**src/rtl/aud_rx_pkg.sv**
```systemverilog
package aud_rx_pkg;
   // One bit-clock event as seen by the deserializer
   typedef struct packed {
      logic stb;   // rising bit-clock edge seen
      logic sd;    // data bit captured at that edge
      logic fe;    // frame start (entry into first-channel level)
      logic ce;    // entry into second-channel level
   } rx_evt_t;

   localparam int FILL_SHIFT = 8;
   localparam int FILL_WIDTH_M1 = 23;
endpackage

```
**src/rtl/aud_rx_sampler.sv**
```systemverilog
module aud_rx_sampler #(
   parameter int SYNC_STAGES = 2
) (
   input  logic                clk,
   input  logic                rst_n,
   input  logic                bclk_i,
   input  logic                ws_i,
   input  logic                sd_i,
   input  logic                ws_pol_i,
   input  logic                delay_en_i,
   output aud_rx_pkg::rx_evt_t evt_o
);
   localparam int CW = 3 * SYNC_STAGES;

   generate
      if (SYNC_STAGES < 1) begin : g_bad_sync
         $error("aud_rx_sampler: SYNC_STAGES must be at least 1");
      end
   endgenerate

   logic [CW-1:0] chain_q;

   generate
      if (SYNC_STAGES == 1) begin : g_sync_one
         always_ff @(posedge clk or negedge rst_n) begin
            if (!rst_n) chain_q <= '0;
            else        chain_q <= {bclk_i, ws_i, sd_i};
         end
      end else begin : g_sync_many
         always_ff @(posedge clk or negedge rst_n) begin
            if (!rst_n) chain_q <= '0;
            else        chain_q <= {chain_q[CW-4:0], bclk_i, ws_i, sd_i};
         end
      end
   endgenerate

   logic bclk_s, ws_s, sd_s, bclk_q, rise;
   logic ws_h1_q, ws_h2_q, ws_eff, ws_eff_prev;

   assign bclk_s = chain_q[CW-1];
   assign ws_s   = chain_q[CW-2];
   assign sd_s   = chain_q[CW-3];
   assign rise   = bclk_s & ~bclk_q;

   always_comb begin
      ws_eff      = delay_en_i ? ws_h1_q : ws_s;
      ws_eff_prev = delay_en_i ? ws_h2_q : ws_h1_q;
   end

   always_ff @(posedge clk or negedge rst_n) begin
      if (!rst_n) begin
         bclk_q  <= 1'b0;
         ws_h1_q <= 1'b0;
         ws_h2_q <= 1'b0;
         evt_o   <= '0;
      end else begin
         bclk_q <= bclk_s;
         evt_o  <= '0;
         if (rise) begin
            ws_h1_q   <= ws_s;
            ws_h2_q   <= ws_h1_q;
            evt_o.stb <= 1'b1;
            evt_o.sd  <= sd_s;
            evt_o.fe  <= (ws_eff == ws_pol_i) && (ws_eff_prev != ws_pol_i);
            evt_o.ce  <= (ws_eff != ws_pol_i) && (ws_eff_prev == ws_pol_i);
         end
      end
   end

   // A rising edge needs the synchronized clock low first, so strobes never abut
   p_single_strobe_r12 : assert property (@(posedge clk) disable iff (!rst_n)
      evt_o.stb |=> !evt_o.stb);
endmodule

```
**src/rtl/aud_rx_deser.sv**
```systemverilog
module aud_rx_deser #(
   parameter int MAX_W = 32,
   parameter int SLOTS = 16,
   localparam int BCNT_W = $clog2(MAX_W),
   localparam int SLOT_W = $clog2(SLOTS)
) (
   input  logic                clk,
   input  logic                rst_n,
   input  aud_rx_pkg::rx_evt_t evt_i,
   input  logic                tdm_en_i,
   input  logic                lsb_first_i,
   input  logic [BCNT_W-1:0]   width_m1_i,
   input  logic [SLOT_W-1:0]   slot_last_i,
   output logic                word_vld_o,
   output logic [MAX_W-1:0]    word_o,
   output logic [SLOT_W-1:0]   word_slot_o
);
   logic [BCNT_W-1:0] bit_cnt_q, bit_idx, pos;
   logic [SLOT_W-1:0] slot_q, slot_cur;
   logic              busy_q, ce_std, take, last_bit;
   logic [MAX_W-1:0]  acc_q, acc_base, acc_next;

   always_comb begin
      ce_std   = evt_i.ce & ~tdm_en_i;
      take     = evt_i.stb & (evt_i.fe | ce_std | busy_q);
      bit_idx  = (evt_i.fe | ce_std) ? '0 : bit_cnt_q;
      slot_cur = evt_i.fe ? '0 : (ce_std ? SLOT_W'(1) : slot_q);
      pos      = lsb_first_i ? bit_idx : (width_m1_i - bit_idx);
      acc_base = (bit_idx == '0) ? '0 : acc_q;
      acc_next = acc_base | (MAX_W'(evt_i.sd) << pos);
      last_bit = (bit_idx == width_m1_i);
   end

   always_ff @(posedge clk or negedge rst_n) begin
      if (!rst_n) begin
         bit_cnt_q   <= '0;
         slot_q      <= '0;
         busy_q      <= 1'b0;
         acc_q       <= '0;
         word_vld_o  <= 1'b0;
         word_o      <= '0;
         word_slot_o <= '0;
      end else begin
         word_vld_o <= 1'b0;
         if (take) begin
            acc_q <= acc_next;
            if (last_bit) begin
               word_vld_o  <= 1'b1;
               word_o      <= acc_next;
               word_slot_o <= slot_cur;
               bit_cnt_q   <= '0;
               if (tdm_en_i && (slot_cur != slot_last_i)) begin
                  slot_q <= slot_cur + SLOT_W'(1);
                  busy_q <= 1'b1;
               end else begin
                  slot_q <= slot_cur;
                  busy_q <= 1'b0;
               end
            end else begin
               bit_cnt_q <= bit_idx + BCNT_W'(1);
               slot_q    <= slot_cur;
               busy_q    <= 1'b1;
            end
         end
      end
   end

   // No bit of a finished word lies above the configured width
   p_word_fits_r1 : assert property (@(posedge clk) disable iff (!rst_n)
      word_vld_o |-> ((word_o >> width_m1_i) <= MAX_W'(1)));
endmodule

```
**src/rtl/aud_rx_fmt.sv**
```systemverilog
module aud_rx_fmt #(
   parameter int MAX_W = 32,
   parameter int SLOTS = 16,
   localparam int BCNT_W = $clog2(MAX_W),
   localparam int SLOT_W = $clog2(SLOTS)
) (
   input  logic [MAX_W-1:0]  word_i,
   input  logic [SLOT_W-1:0] slot_i,
   input  logic              tdm_en_i,
   input  logic [SLOTS-1:0]  slot_en_i,
   input  logic              mono_en_i,
   input  logic              mono_first_i,
   input  logic              fill_i,
   input  logic [BCNT_W-1:0] width_m1_i,
   output logic              keep_o,
   output logic [MAX_W-1:0]  data_o
);
   logic zero_slot;

   always_comb begin
      zero_slot = tdm_en_i & ~slot_en_i[slot_i];
      if (tdm_en_i || !mono_en_i) keep_o = 1'b1;
      else keep_o = (slot_i == (mono_first_i ? SLOT_W'(0) : SLOT_W'(1)));
   end

   generate
      if (MAX_W >= 32) begin : g_with_fill
         always_comb begin
            if (zero_slot) data_o = '0;
            else if (fill_i && (width_m1_i == BCNT_W'(aud_rx_pkg::FILL_WIDTH_M1)))
               data_o = word_i << aud_rx_pkg::FILL_SHIFT;
            else data_o = word_i;
         end
      end else begin : g_no_fill
         logic unused_fill;
         assign unused_fill = fill_i;
         always_comb data_o = zero_slot ? '0 : word_i;
      end
   endgenerate
endmodule

```
**src/rtl/aud_rx_core.sv**
```systemverilog
module aud_rx_core #(
   parameter int MAX_W       = 32,
   parameter int SLOTS       = 16,
   parameter int CNT_W       = 12,
   parameter int SYNC_STAGES = 2,
   localparam int BCNT_W = $clog2(MAX_W),
   localparam int SLOT_W = $clog2(SLOTS)
) (
   input  logic              clk,
   input  logic              rst_n,
   input  logic              bclk_i,
   input  logic              ws_i,
   input  logic              sd_i,
   input  logic              start_i,
   input  logic              tdm_en_i,
   input  logic [BCNT_W-1:0] width_m1_i,
   input  logic              ws_pol_i,
   input  logic              lsb_first_i,
   input  logic              delay_en_i,
   input  logic [SLOT_W-1:0] slot_last_i,
   input  logic [SLOTS-1:0]  slot_en_i,
   input  logic              mono_en_i,
   input  logic              mono_first_i,
   input  logic              fill_i,
   input  logic [1:0]        stop_mode_i,
   input  logic [CNT_W-1:0]  eof_count_i,
   input  logic              buf_full_i,
   output logic              out_valid_o,
   output logic [MAX_W-1:0]  out_data_o,
   output logic [SLOT_W-1:0] out_slot_o,
   output logic              eof_o
);
   generate
      if (MAX_W < 8 || (1 << BCNT_W) != MAX_W) begin : g_bad_width
         $error("aud_rx_core: MAX_W must be a power of two of at least 8");
      end
      if (SLOTS < 2 || (1 << SLOT_W) != SLOTS) begin : g_bad_slots
         $error("aud_rx_core: SLOTS must be a power of two of at least 2");
      end
      if (CNT_W < 1) begin : g_bad_cnt
         $error("aud_rx_core: CNT_W must be positive");
      end
   endgenerate

   localparam logic [1:0] STOP_ON_EOF  = 2'd1;
   localparam logic [1:0] STOP_ON_FULL = 2'd2;

   aud_rx_pkg::rx_evt_t evt;
   logic                word_vld, keep;
   logic [MAX_W-1:0]    word, fmt_data;
   logic [SLOT_W-1:0]   word_slot;

   aud_rx_sampler #(.SYNC_STAGES(SYNC_STAGES)) u_sampler (
      .clk(clk), .rst_n(rst_n), .bclk_i(bclk_i), .ws_i(ws_i), .sd_i(sd_i),
      .ws_pol_i(ws_pol_i), .delay_en_i(delay_en_i), .evt_o(evt)
   );

   aud_rx_deser #(.MAX_W(MAX_W), .SLOTS(SLOTS)) u_deser (
      .clk(clk), .rst_n(rst_n), .evt_i(evt), .tdm_en_i(tdm_en_i),
      .lsb_first_i(lsb_first_i), .width_m1_i(width_m1_i), .slot_last_i(slot_last_i),
      .word_vld_o(word_vld), .word_o(word), .word_slot_o(word_slot)
   );

   aud_rx_fmt #(.MAX_W(MAX_W), .SLOTS(SLOTS)) u_fmt (
      .word_i(word), .slot_i(word_slot), .tdm_en_i(tdm_en_i), .slot_en_i(slot_en_i),
      .mono_en_i(mono_en_i), .mono_first_i(mono_first_i), .fill_i(fill_i),
      .width_m1_i(width_m1_i), .keep_o(keep), .data_o(fmt_data)
   );

   logic             active_q, halted_q, synced_q;
   logic [CNT_W-1:0] cnt_q;
   logic             cand, full_drop, emit, hit, stop_evt;

   always_comb begin
      cand      = word_vld & keep & active_q & synced_q;
      full_drop = cand & buf_full_i & (stop_mode_i == STOP_ON_FULL);
      emit      = cand & ~full_drop;
      hit       = emit & (cnt_q == eof_count_i);
      stop_evt  = full_drop | (hit & (stop_mode_i == STOP_ON_EOF));
   end

   always_ff @(posedge clk or negedge rst_n) begin
      if (!rst_n) begin
         active_q <= 1'b0;
         halted_q <= 1'b0;
         synced_q <= 1'b0;
      end else if (!start_i) begin
         active_q <= 1'b0;
         halted_q <= 1'b0;
         synced_q <= 1'b0;
      end else if (stop_evt) begin
         active_q <= 1'b0;
         halted_q <= 1'b1;
      end else begin
         if (!halted_q) active_q <= 1'b1;
         if (active_q && evt.stb && evt.fe) synced_q <= 1'b1;
      end
   end

   always_ff @(posedge clk or negedge rst_n) begin
      if (!rst_n) begin
         cnt_q       <= '0;
         out_valid_o <= 1'b0;
         out_data_o  <= '0;
         out_slot_o  <= '0;
         eof_o       <= 1'b0;
      end else begin
         out_valid_o <= emit;
         eof_o       <= hit;
         if (emit) begin
            out_data_o <= fmt_data;
            out_slot_o <= word_slot;
         end
         if (!active_q) cnt_q <= '0;
         else if (hit) cnt_q <= '0;
         else if (emit) cnt_q <= cnt_q + CNT_W'(1);
      end
   end

   p_eof_with_valid_r6 : assert property (@(posedge clk) disable iff (!rst_n)
      eof_o |-> out_valid_o);

   p_std_slot_r2 : assert property (@(posedge clk) disable iff (!rst_n)
      (out_valid_o && !tdm_en_i) |-> (out_slot_o <= SLOT_W'(1)));

   p_slot_range_r5 : assert property (@(posedge clk) disable iff (!rst_n)
      (out_valid_o && tdm_en_i) |-> (out_slot_o <= slot_last_i));

   p_zero_slot_r5 : assert property (@(posedge clk) disable iff (!rst_n)
      (out_valid_o && tdm_en_i && !slot_en_i[out_slot_o]) |-> (out_data_o == '0));

   p_halt_quiet_r8 : assert property (@(posedge clk) disable iff (!rst_n)
      $past(halted_q) |-> !out_valid_o);
endmodule

```
**config.mk**
```make
export PLATFORM = sky130hd
export DESIGN_NAME = aud_rx_core
export DESIGN_NICKNAME = d
export VERILOG_FILES = /design/src/rtl/aud_rx_pkg.sv /design/src/rtl/aud_rx_sampler.sv /design/src/rtl/aud_rx_deser.sv /design/src/rtl/aud_rx_fmt.sv /design/src/rtl/aud_rx_core.sv
export SDC_FILE = /design/constraint.sdc
export NUM_CORES = 1
export LEC_CHECK = 0
export BUFFER_PORTS_ARGS = -buffer_cell sky130_fd_sc_hd__buf_4
export CORE_ASPECT_RATIO = 0.7
export CORE_MARGIN = 2
export CORE_UTILIZATION = 36
export CTS_CLUSTER_DIAMETER = 30
export CTS_CLUSTER_SIZE = 25
export DETAILED_ROUTE_END_ITERATION = 6
export SYNTH_ARGS = -nofsm -noshare
export SYNTH_HDL_FRONTEND = slang
export SYNTH_SLANG_ARGS = --single-unit
```
**constraint.sdc**
```tcl
create_clock -name clk -period 4.5 [get_ports clk]
set_clock_uncertainty 0.05 [all_clocks]
set_input_delay 0.45 -clock clk [delete_from_list [all_inputs] [get_ports clk]]
set_output_delay 0.45 -clock clk [all_outputs]
set_load 0.1 [all_outputs]
```
### Word-level counts from Yosys, hierarchy flattened

Index checks and enable logic that the tools add are counted.

| storage, ports and cells | value |
|---|---|
| output and inout bits | 38 |
| logic and storage cells | 108 |
| input bits | 53 |
| flip-flop bits (word level) | 145 |

| operators by class | value |
|---|---|
| reduce and logical (&&, ||, !) cells | 11 |
| order comparisons | 1 |
| mux-type cells | 32 |
| shift-type cells | 1 |
| eq/ne operators | 16 |
| bitwise logic cells | 20 |
| add/subtract/negate cells | 4 |

Operator list:

| operator | number |
|---|---|
| $mux W32 | 3 |
| $mux W12 | 3 |
| $or A32 B32 Y32 | 1 |
| $shl A1 B5 Y32 | 1 |
| $mux W4 | 5 |
| $mux W1 | 17 |
| $mux W5 | 3 |
| $add A12 B1 Y12 const B | 1 |
| $and A1 B1 Y1 | 12 |
| $eq A12 B12 Y1 | 1 |
| $logic_and A1 B1 Y1 | 6 |
| $add A5 B1 Y5 const B | 1 |
| $eq A5 B5 Y1 | 1 |
| $eq A5 B5 Y1 const B | 1 |
| $logic_not A5 Y1 | 1 |
| $lt A4 B5 Y1 const B | 1 |
| $sub A5 B5 Y5 | 1 |
| $add A4 B1 Y4 const B | 1 |
| $bmux W1 S4 | 1 |
| $eq A4 B4 Y1 | 1 |
| $ne A2 B1 Y1 const B | 2 |
| $ne A4 B4 Y1 | 1 |
| $not A1 Y1 | 4 |
| $reduce_and A2 Y1 | 2 |
| 10 further kinds | 14 |

### Depth between registers and ports, before layout

Gate-level depths: netlist of the first run.

| logic depth | value |
|---|---|
| depth in word-level cells | 15 |
| gate-level depth with buffers | 15 |
| depth with buffers taken out | 13 |

### Modules after synthesis

A second synthesis of the first run with hierarchy kept.

| unflattened totals | value |
|---|---|
| cells, all modules | 740 |
| area, all modules | 7403.4 µm² |

Modules (own cells, without submodules):

| module | seq. area each (µm²) | cells each | times used | area an instance (µm²) |
|---|---|---|---|---|
| aud_rx_deser | 1976.9 | 415 | 1 | 3908.7 |
| aud_rx_core | 1326.3 | 176 | 1 | 2377.3 |
| aud_rx_fmt | 0.0 | 116 | 1 | 656.9 |
| aud_rx_sampler | 325.3 | 33 | 1 | 460.4 |

### Least setup slack after synthesis of the first run

No wires, ideal clock.

| timing | value |
|---|---|
| kind | reg-to-reg |
| start point | register u_sampler.evt_o[0] in the netlist's numbering |
| end point | register u_deser.word_o[28] |
| required time | 4367 ps |
| setup slack | 1466 ps |
| stages on the path, launching flop included | 15 |
| buffers on the path | 1 |
| data arrival time | 2902 ps |
| path through | dfrtp_1 nor2b_1 nor2_1 buf_2 nand2_1 inv_1 ha_1 inv_1 fa_1 a21o_1 a2111oi_0 nand3_1 nand3_1 nand2_1 o21ai_0 |

| on the way | value |
|---|---|
| longest elaborated chain between the ends | 7 |
| elaborated cells on any way between the ends | 13 |

Ends and longest elaborated chain:

| item | RTL line | RTL |
|---|---|---|
| start: declaration | aud_rx_sampler.sv:11 | `output aud_rx_pkg::rx_evt_t evt_o` |
| $and A1 B1 Y1 (*) | aud_rx_deser.sv:24 | `ce_std = evt_i.ce & ~tdm_en_i;` |
| $or A1 B1 Y1 (*) | aud_rx_deser.sv:25, aud_rx_deser.sv:26 |  |
| $mux W5 | aud_rx_deser.sv:26 | `bit_idx = (evt_i.fe \| ce_std) ? '0 : bit_cnt_q;` |
| $sub A5 B5 Y5 | aud_rx_deser.sv:28 | `pos = lsb_first_i ? bit_idx : (width_m1_i - bit_idx);` |
| $mux W5 | aud_rx_deser.sv:28 |  |
| $shl A1 B5 Y32 | aud_rx_deser.sv:30 | `acc_next = acc_base \| (MAX_W'(evt_i.sd) << pos);` |
| $or A32 B32 Y32 | aud_rx_deser.sv:30 |  |
| end signal: assignment | aud_rx_deser.sv:49 | `word_o <= acc_next;` |
| end: declaration | aud_rx_deser.sv:15 | `output logic [MAX_W-1:0] word_o,` |

Every way passes the cells marked *; elsewhere a longest branch is shown, timed or not.
A chain may end at the register's enable or synchronous reset.

### Final worst setup path of the first run

| timing | value |
|---|---|
| start point | register u_sampler.evt_o[0] in the netlist's numbering |
| end point | register u_deser.word_o[6] |

Same word-level chain as after synthesis.

==> flow_summary.ini, run 1 <==
[outcome]
status = complete, no violations

[power_and_ir_drop]
power.density_mw_per_mm2 = 456
ir_drop_v = 0.000202
leakage_uw = 0.00391

[synthesis]
synth_edf_count = 0
ys.flop_type = dfrtp_1
synth_cells = 741
async_reset_ff_share_pct = 100
yosysWarnings = 0
synth_area_per_cell_um2 = 9.71
ys_seq_elements = 145
ys_seq_area_share_pct = 50.5
syn_area_mm2 = 0.00719
syn_nets = 803
ys_types = 61

[critical_path]
crit_start = u_sampler.evt_o[0]
path_max_fanout = 12
required_ps = 4790
cp.arrival_ps = 3750
path_class = flop to flop
startpoint_type = flop
cp-end-kind = flop
worstSetupEndpoint = u_deser.word_o[6]
r2r_cells = 13
worstReg2RegEnd = u_deser.word_o[6]
ff2ff_setup_slack_ps = 1040
rr_startpoint = u_sampler.evt_o[0]

[global_route]
antenna_found_initial = 0
grt_overflow = 0
grt_pass1_wl_um = 31400
first_global_vias = 5631
grt_usage_pct = 18.9
grt_max_degree = 86

[place]
place_area_mm2 = 0.00813
portBuffers = 90
post-dp-hpwl_um = 13200
place_congestion = 0.882

[clocking]
clk_path_buf_depth = 2
cts_setup_buffers = 0
clockRootBuffer = clkbuf_16
cts.sinks = 145
postCtsHoldBufs = 0
cts_buffers = 17
clk_latency_ps = 430
clk_pin_slew_worst_paths_ps = 60
cts-htree-levels = 4
cts_resized = 0
cts_tree = done

[sta]
finalMaxSlewViolations = 0
min_period_over_period_pct = 76.8
finalSetupViolCount = 0
finalCriticalPeriod_ps = 3460
maxSlewHeadroom_pct = 23.7
fmax_ghz = 0.289
worst_slew_pin_slew_ps = 1140
rsz0062_at_grt = no
hold_violations = 0
setup_tns_ps = 0

[floorplanning]
initial_core_util_pct = 36.5
core_area_mm2 = 0.0197
die_area_mm2 = 0.0211
rows = 43
die_w_um = 173
ioPinCount = 91
die_h_um = 122

[route]
firstDrtPassIters = 5
viasPerCell = 5.31
drc_errors = 0
drtIter0Drc = 446
dr_total_vias = 5860
routedWlPerCell_um = 17.5
routed_wl_um = 19300
ant_nets = 0

[finish]
final_common_cell = dfrtp_1
final_core_util_pct = 44.4
diodes = 0
final_net_count = 882
fin_area_mm2 = 0.00873
area_growth_pct = 21.4
final_cell_mix = dfrtp_1, nand2_1, buf_4
drive_gt1_share_pct = 18.6

[hold_path]
hp-class = input pin to async pin

[run]
drv_cap = 0
-- per-layer routing --
| metal | vias to the layer above | track usage (%) | routed length, um |
|---|---|---|---|
| met5 | - | 0 | 0 |
| met4 | 0 | 4.71 | 107 |
| met3 | 7 | 4.71 | 1360 |
| met2 | 222 | 26.4 | 7970 |
| met1 | 2804 | 28.9 | 9840 |
| li1 | 2827 | - | - |
-- cell usage after synthesis, drive strengths merged, types with 3 or more instances --
| cell | count | area [um^2] |
|---|---|---|
| and2 | 15 | 93.8 |
| nor4 | 3 | 18.8 |
| mux4 | 4 | 90.1 |
| ha | 8 | 100 |
| a21oi | 42 | 210 |
| a211oi | 3 | 22.5 |
| nor2b | 7 | 43.8 |
| o21ai | 52 | 260 |
| nand3b | 3 | 22.5 |
| nand2 | 129 | 484 |
| mux2 | 4 | 45.0 |
| o21a | 6 | 45.0 |
| nand4 | 9 | 56.3 |
| clkbuf | 24 | 90.1 |
| o22ai | 20 | 131 |
| mux2i | 25 | 250 |
| nor3 | 9 | 50.1 |
| or3 | 5 | 31.3 |
| a31oi | 4 | 25.0 |
| o31ai | 27 | 203 |
| and3 | 21 | 131 |
| a21boi | 8 | 60.1 |
| xnor2 | 19 | 166 |
| xor2 | 4 | 35.0 |
| nand2b | 5 | 46.3 |
| inv | 15 | 56.3 |
| buf | 20 | 101 |
| a22o | 17 | 149 |
| nand3 | 26 | 143 |
| a31o | 3 | 26.3 |
| nor2 | 33 | 124 |
| dfrtp | 145 | 3630 |
-- flip-flops by register name, summed over array words and instances (netlist names) --
signal / count
active_q: 1
u_sampler.chain_q: 6
u_sampler.bclk_q: 1
u_sampler.ws_h1_q: 1
eof_o: 1
halted_q: 1
u_deser.word_vld_o: 1
out_slot_o: 4
u_deser.acc_q: 32
out_valid_o: 1
u_deser.word_o: 32
u_sampler.evt_o: 4
u_deser.busy_q: 1
cnt_q: 12
u_sampler.ws_h2_q: 1
u_deser.bit_cnt_q: 5
synced_q: 1
out_data_o: 32
u_deser.word_slot_o: 4
u_deser.slot_q: 4
-- worst max-delay path: stages (launching register included) --
cell	delay, ps
dfrtp_1	410
nor2b_1	190
nor2_1	170
nand2_1	100
inv_1	110
ha_1	180
inv_1	60
fa_1	410
a21o_1	190
a2111oi_0	550
o21ai_0	180
nand3_1	420
nand2_1	170
o21ai_0	190
-- final cells by class --
type	instances	area, um^2
Clock buffer	18	429
Clock inverter	14	179
Fill cell	1996	11000
Inverter	16	65.1
Multi-Input combinational cell	536	3310
Sequential cell	145	3630
Tap cell	270	338
Timing Repair Buffer	104	785
-- power by group --
| group | switching, uW | internal (uW) | leakage [uW] |
|---|---|---|---|
| registers | 174 | 1460 | 0.00196 |
| clock network | 597 | 881 | 0.000282 |
| logic | 536 | 340 | 0.00168 |
-- how the worst min path moves through the flow --
| stage | from | end | slack (ps) | depth (start not counted) |
|---|---|---|---|---|
| 3_3_place_gp | u_sampler.chain_q[1] | u_sampler.chain_q[4] | 280 | 0 |
| 5_1_grt | bclk_i | u_sampler.chain_q[2] | 50 | 1 |
| 3_5_place_dp | u_sampler.chain_q[0] | u_sampler.chain_q[3] | 290 | 0 |
| 2_1_floorplan | rst_n | active_q | 100 | 0 |
| 6_report | rst_n | u_deser.acc_q[12] | 30 | 1 |
| 4_1_cts | rst_n | out_data_o[31] | 60 | 1 |
-- cells by family (layout without fill, tap and decap cells) --
logic type               after synthesis  count (layout)  synth area share, %
multiplexers                          33              33                 5.36
XOR/XNOR                              23              23                 2.80
flip-flops                           145             145                 50.5
adder cells (fa/ha/maj)                9               9                 1.67
AO/OA/AOI/OAI                        198             198                 18.0
AND/OR/NAND/NOR                      273             273                 18.2
buffers and inverters                 60             152                 3.57
-- metrics by stage --
stage	hold slack [ps]	total power [uW]	setup WS [ps]	instances
after global placement	283	2510	1030	1071
after CTS	59.0	4000	1090	1103
after floorplan	104	2190	1470	741
after detailed placement	292	2510	995	1071
after global routing	47.6	4190	787	1103
final	29.3	3990	1040	1103
Power figures use the tool's default switching activity.
==> run 2: changes to the inputs <==
==> constraint.sdc (replaced) <==
create_clock -name clk -period 2.9 [get_ports clk]
set_clock_uncertainty 0.05 [all_clocks]
set_input_delay 0.29 -clock clk [delete_from_list [all_inputs] [get_ports clk]]
set_output_delay 0.29 -clock clk [all_outputs]
set_load 0.1 [all_outputs]
==> run 2 against run 1 <==
Clock power rose by 51%. Critical path depth unchanged. Design area is 4.7% higher.
==> flow_summary.ini, run 2 (synthesized netlist as in run 1, its figures left out) <==
[outcome]
status = complete, no violations

[clocking]
cts_buffers = 17
cts.sinks = 145
clockRootBuffer = clkbuf_16
cts_tree = done
cts-htree-levels = 4
cts_setup_buffers = 0
clk_path_buf_depth = 2
clk_latency_ps = 430
clk_pin_slew_worst_paths_ps = 60

[floorplanning]
die_area_mm2 = 0.0211
die_w_um = 173
initial_core_util_pct = 36.5
rows = 43
ioPinCount = 91
die_h_um = 122
core_area_mm2 = 0.0197

[power_and_ir_drop]
netSwitchingFraction_pct = 31.3
comb_power_share_pct = 26.1
pwr-share-clk_pct = 34.8
power.internal_uw = 4420
power.density_mw_per_mm2 = 703
p_total_uw = 6430
switchingPower_uw = 2010
leakage_uw = 0.00413
ir_drop_v = 0.000462
seq_power_share_pct = 39.1

[route]
wl_met1_um = 10300
viasPerCell = 5.27
dr_wl_met3_um = 1210
dr_wl_met2_um = 8310
firstDrtPassIters = 4
routedWlPerCell_um = 17.6
ant_nets = 0
routed_wl_um = 20000
top_layer = met4
drtIter0Drc = 558
dr_total_vias = 5991
drc_errors = 0

[place]
post-dp-hpwl_um = 14200
place_ws_ps = 24.2
place_area_mm2 = 0.00843
place_congestion = 0.865
portBuffers = 90

[run]
drv_cap = 0

[finish]
area_growth_pct = 27.1
final_common_cell = dfrtp_1
final-seq-area_mm2 = 0.00363
multiInputGateArea_mm2 = 0.00339
final_net_count = 917
drive_gt1_share_pct = 22.8
fin_area_mm2 = 0.00914
final_cell_mix = dfrtp_1, buf_4, nand2_1
reg_top3 = out_data_o (32), u_deser.acc_q (32), u_deser.word_o (32)
fill_cells = 1887
diodes = 0

[sta]
rsz0062_at_grt = yes
min_period_over_period_pct = 95.2
maxSlewHeadroom_pct = 57.4
setup_slack_ps = 140
hold_violations = 0
finalCriticalPeriod_ps = 2760
finalSetupViolCount = 0
worst_slew_pin_slew_ps = 638
finalMaxSlewViolations = 0
fmax_ghz = 0.362

[critical_path]
path_class = flop to flop
startpoint_type = flop
required_ps = 3190
cp-end-kind = flop
cp.arrival_ps = 3050
path_max_fanout = 16

[global_route]
antenna_found_initial = 0
grt_usage_pct = 19.8
first_global_vias = 5775
grt_overflow = 0
grt_pass1_wl_um = 32400
grt_max_degree = 66

[hold_path]
hp-class = input pin to flop
## run 2: metrics by stage
step | TNS, ps | hold slack, ps | utilization, % | cells
finish | 0 | 68.0 | 46.4 | 1137
global route | -327 | 63.5 | 46.4 | 1137
CTS | -8.45 | 53.2 | 46.1 | 1137
detailed placement | 0 | 282 | 42.8 | 1102
global placement | 0 | 283 | 42.8 | 1102
floorplan | 0 | -55.6 | - | 741
## run 2: final cells by class
cell class | count | area share [%]
Clock buffer | 22 | 5.08
Clock inverter | 9 | 1.45
Inverter | 16 | 0.712
Multi-Input combinational cell | 536 | 37.1
Sequential cell | 145 | 39.7
Tap cell | 270 | 3.70
Timing Repair Buffer | 139 | 12.3
## run 2: power groups by stage
stage / clock network, uW / registers (uW) / logic, uW
finish: 2240 / 2510 / 1680
floorplan: 0 / 2420 / 990
global route: 2370 / 2550 / 1840
CTS: 2270 / 2500 / 1600
global placement: 0 / 2530 / 1590
detailed placement: 0 / 2540 / 1590
## run 2: layer usage
metal	up-vias	GRT usage, %
met2	193	27.1
li1	2893	-
met4	0	5.67
met3	18	5.20
met5	-	0
met1	2887	30.2
## run 2: worst max-delay path, stage by stage (launching register included)
cell and delay [ps]:
dfrtp_1 370, nor2b_1 140, nor2_1 120, nand2_1 90, inv_1 80, ha_1 170, inv_1 60, fa_2 370
xnor2_2 310, buf_4 160, inv_1 40, o32a_1 360, buf_12 160, o21ai_0 180
## run 2: path summary, 6_finish.rpt
path,start,endpoint,slack (ps),cells after the start
max,u_sampler.evt_o[0],u_deser.acc_q[27],140,13
min,start_i,synced_q,70,2
max reg2reg,u_sampler.evt_o[0],u_deser.acc_q[27],140,13
min reg2reg,u_sampler.chain_q[2],u_sampler.chain_q[5],300,0
max in group asynchronous,rst_n,u_deser.bit_cnt_q[0],1630,3
min in group asynchronous,rst_n,out_slot_o[0],400,2
## run 2: repair_timing
| item | 4_1_cts | 5_1_grt |
|---|---|---|
| hold endpoints to repair | 65 | 0 |
| hold buffers | 4 | 0 |
| resized for setup | 0 | 25 |
| pin swaps | 1 | 4 |
| setup endpoints to repair | 8 | 55 |
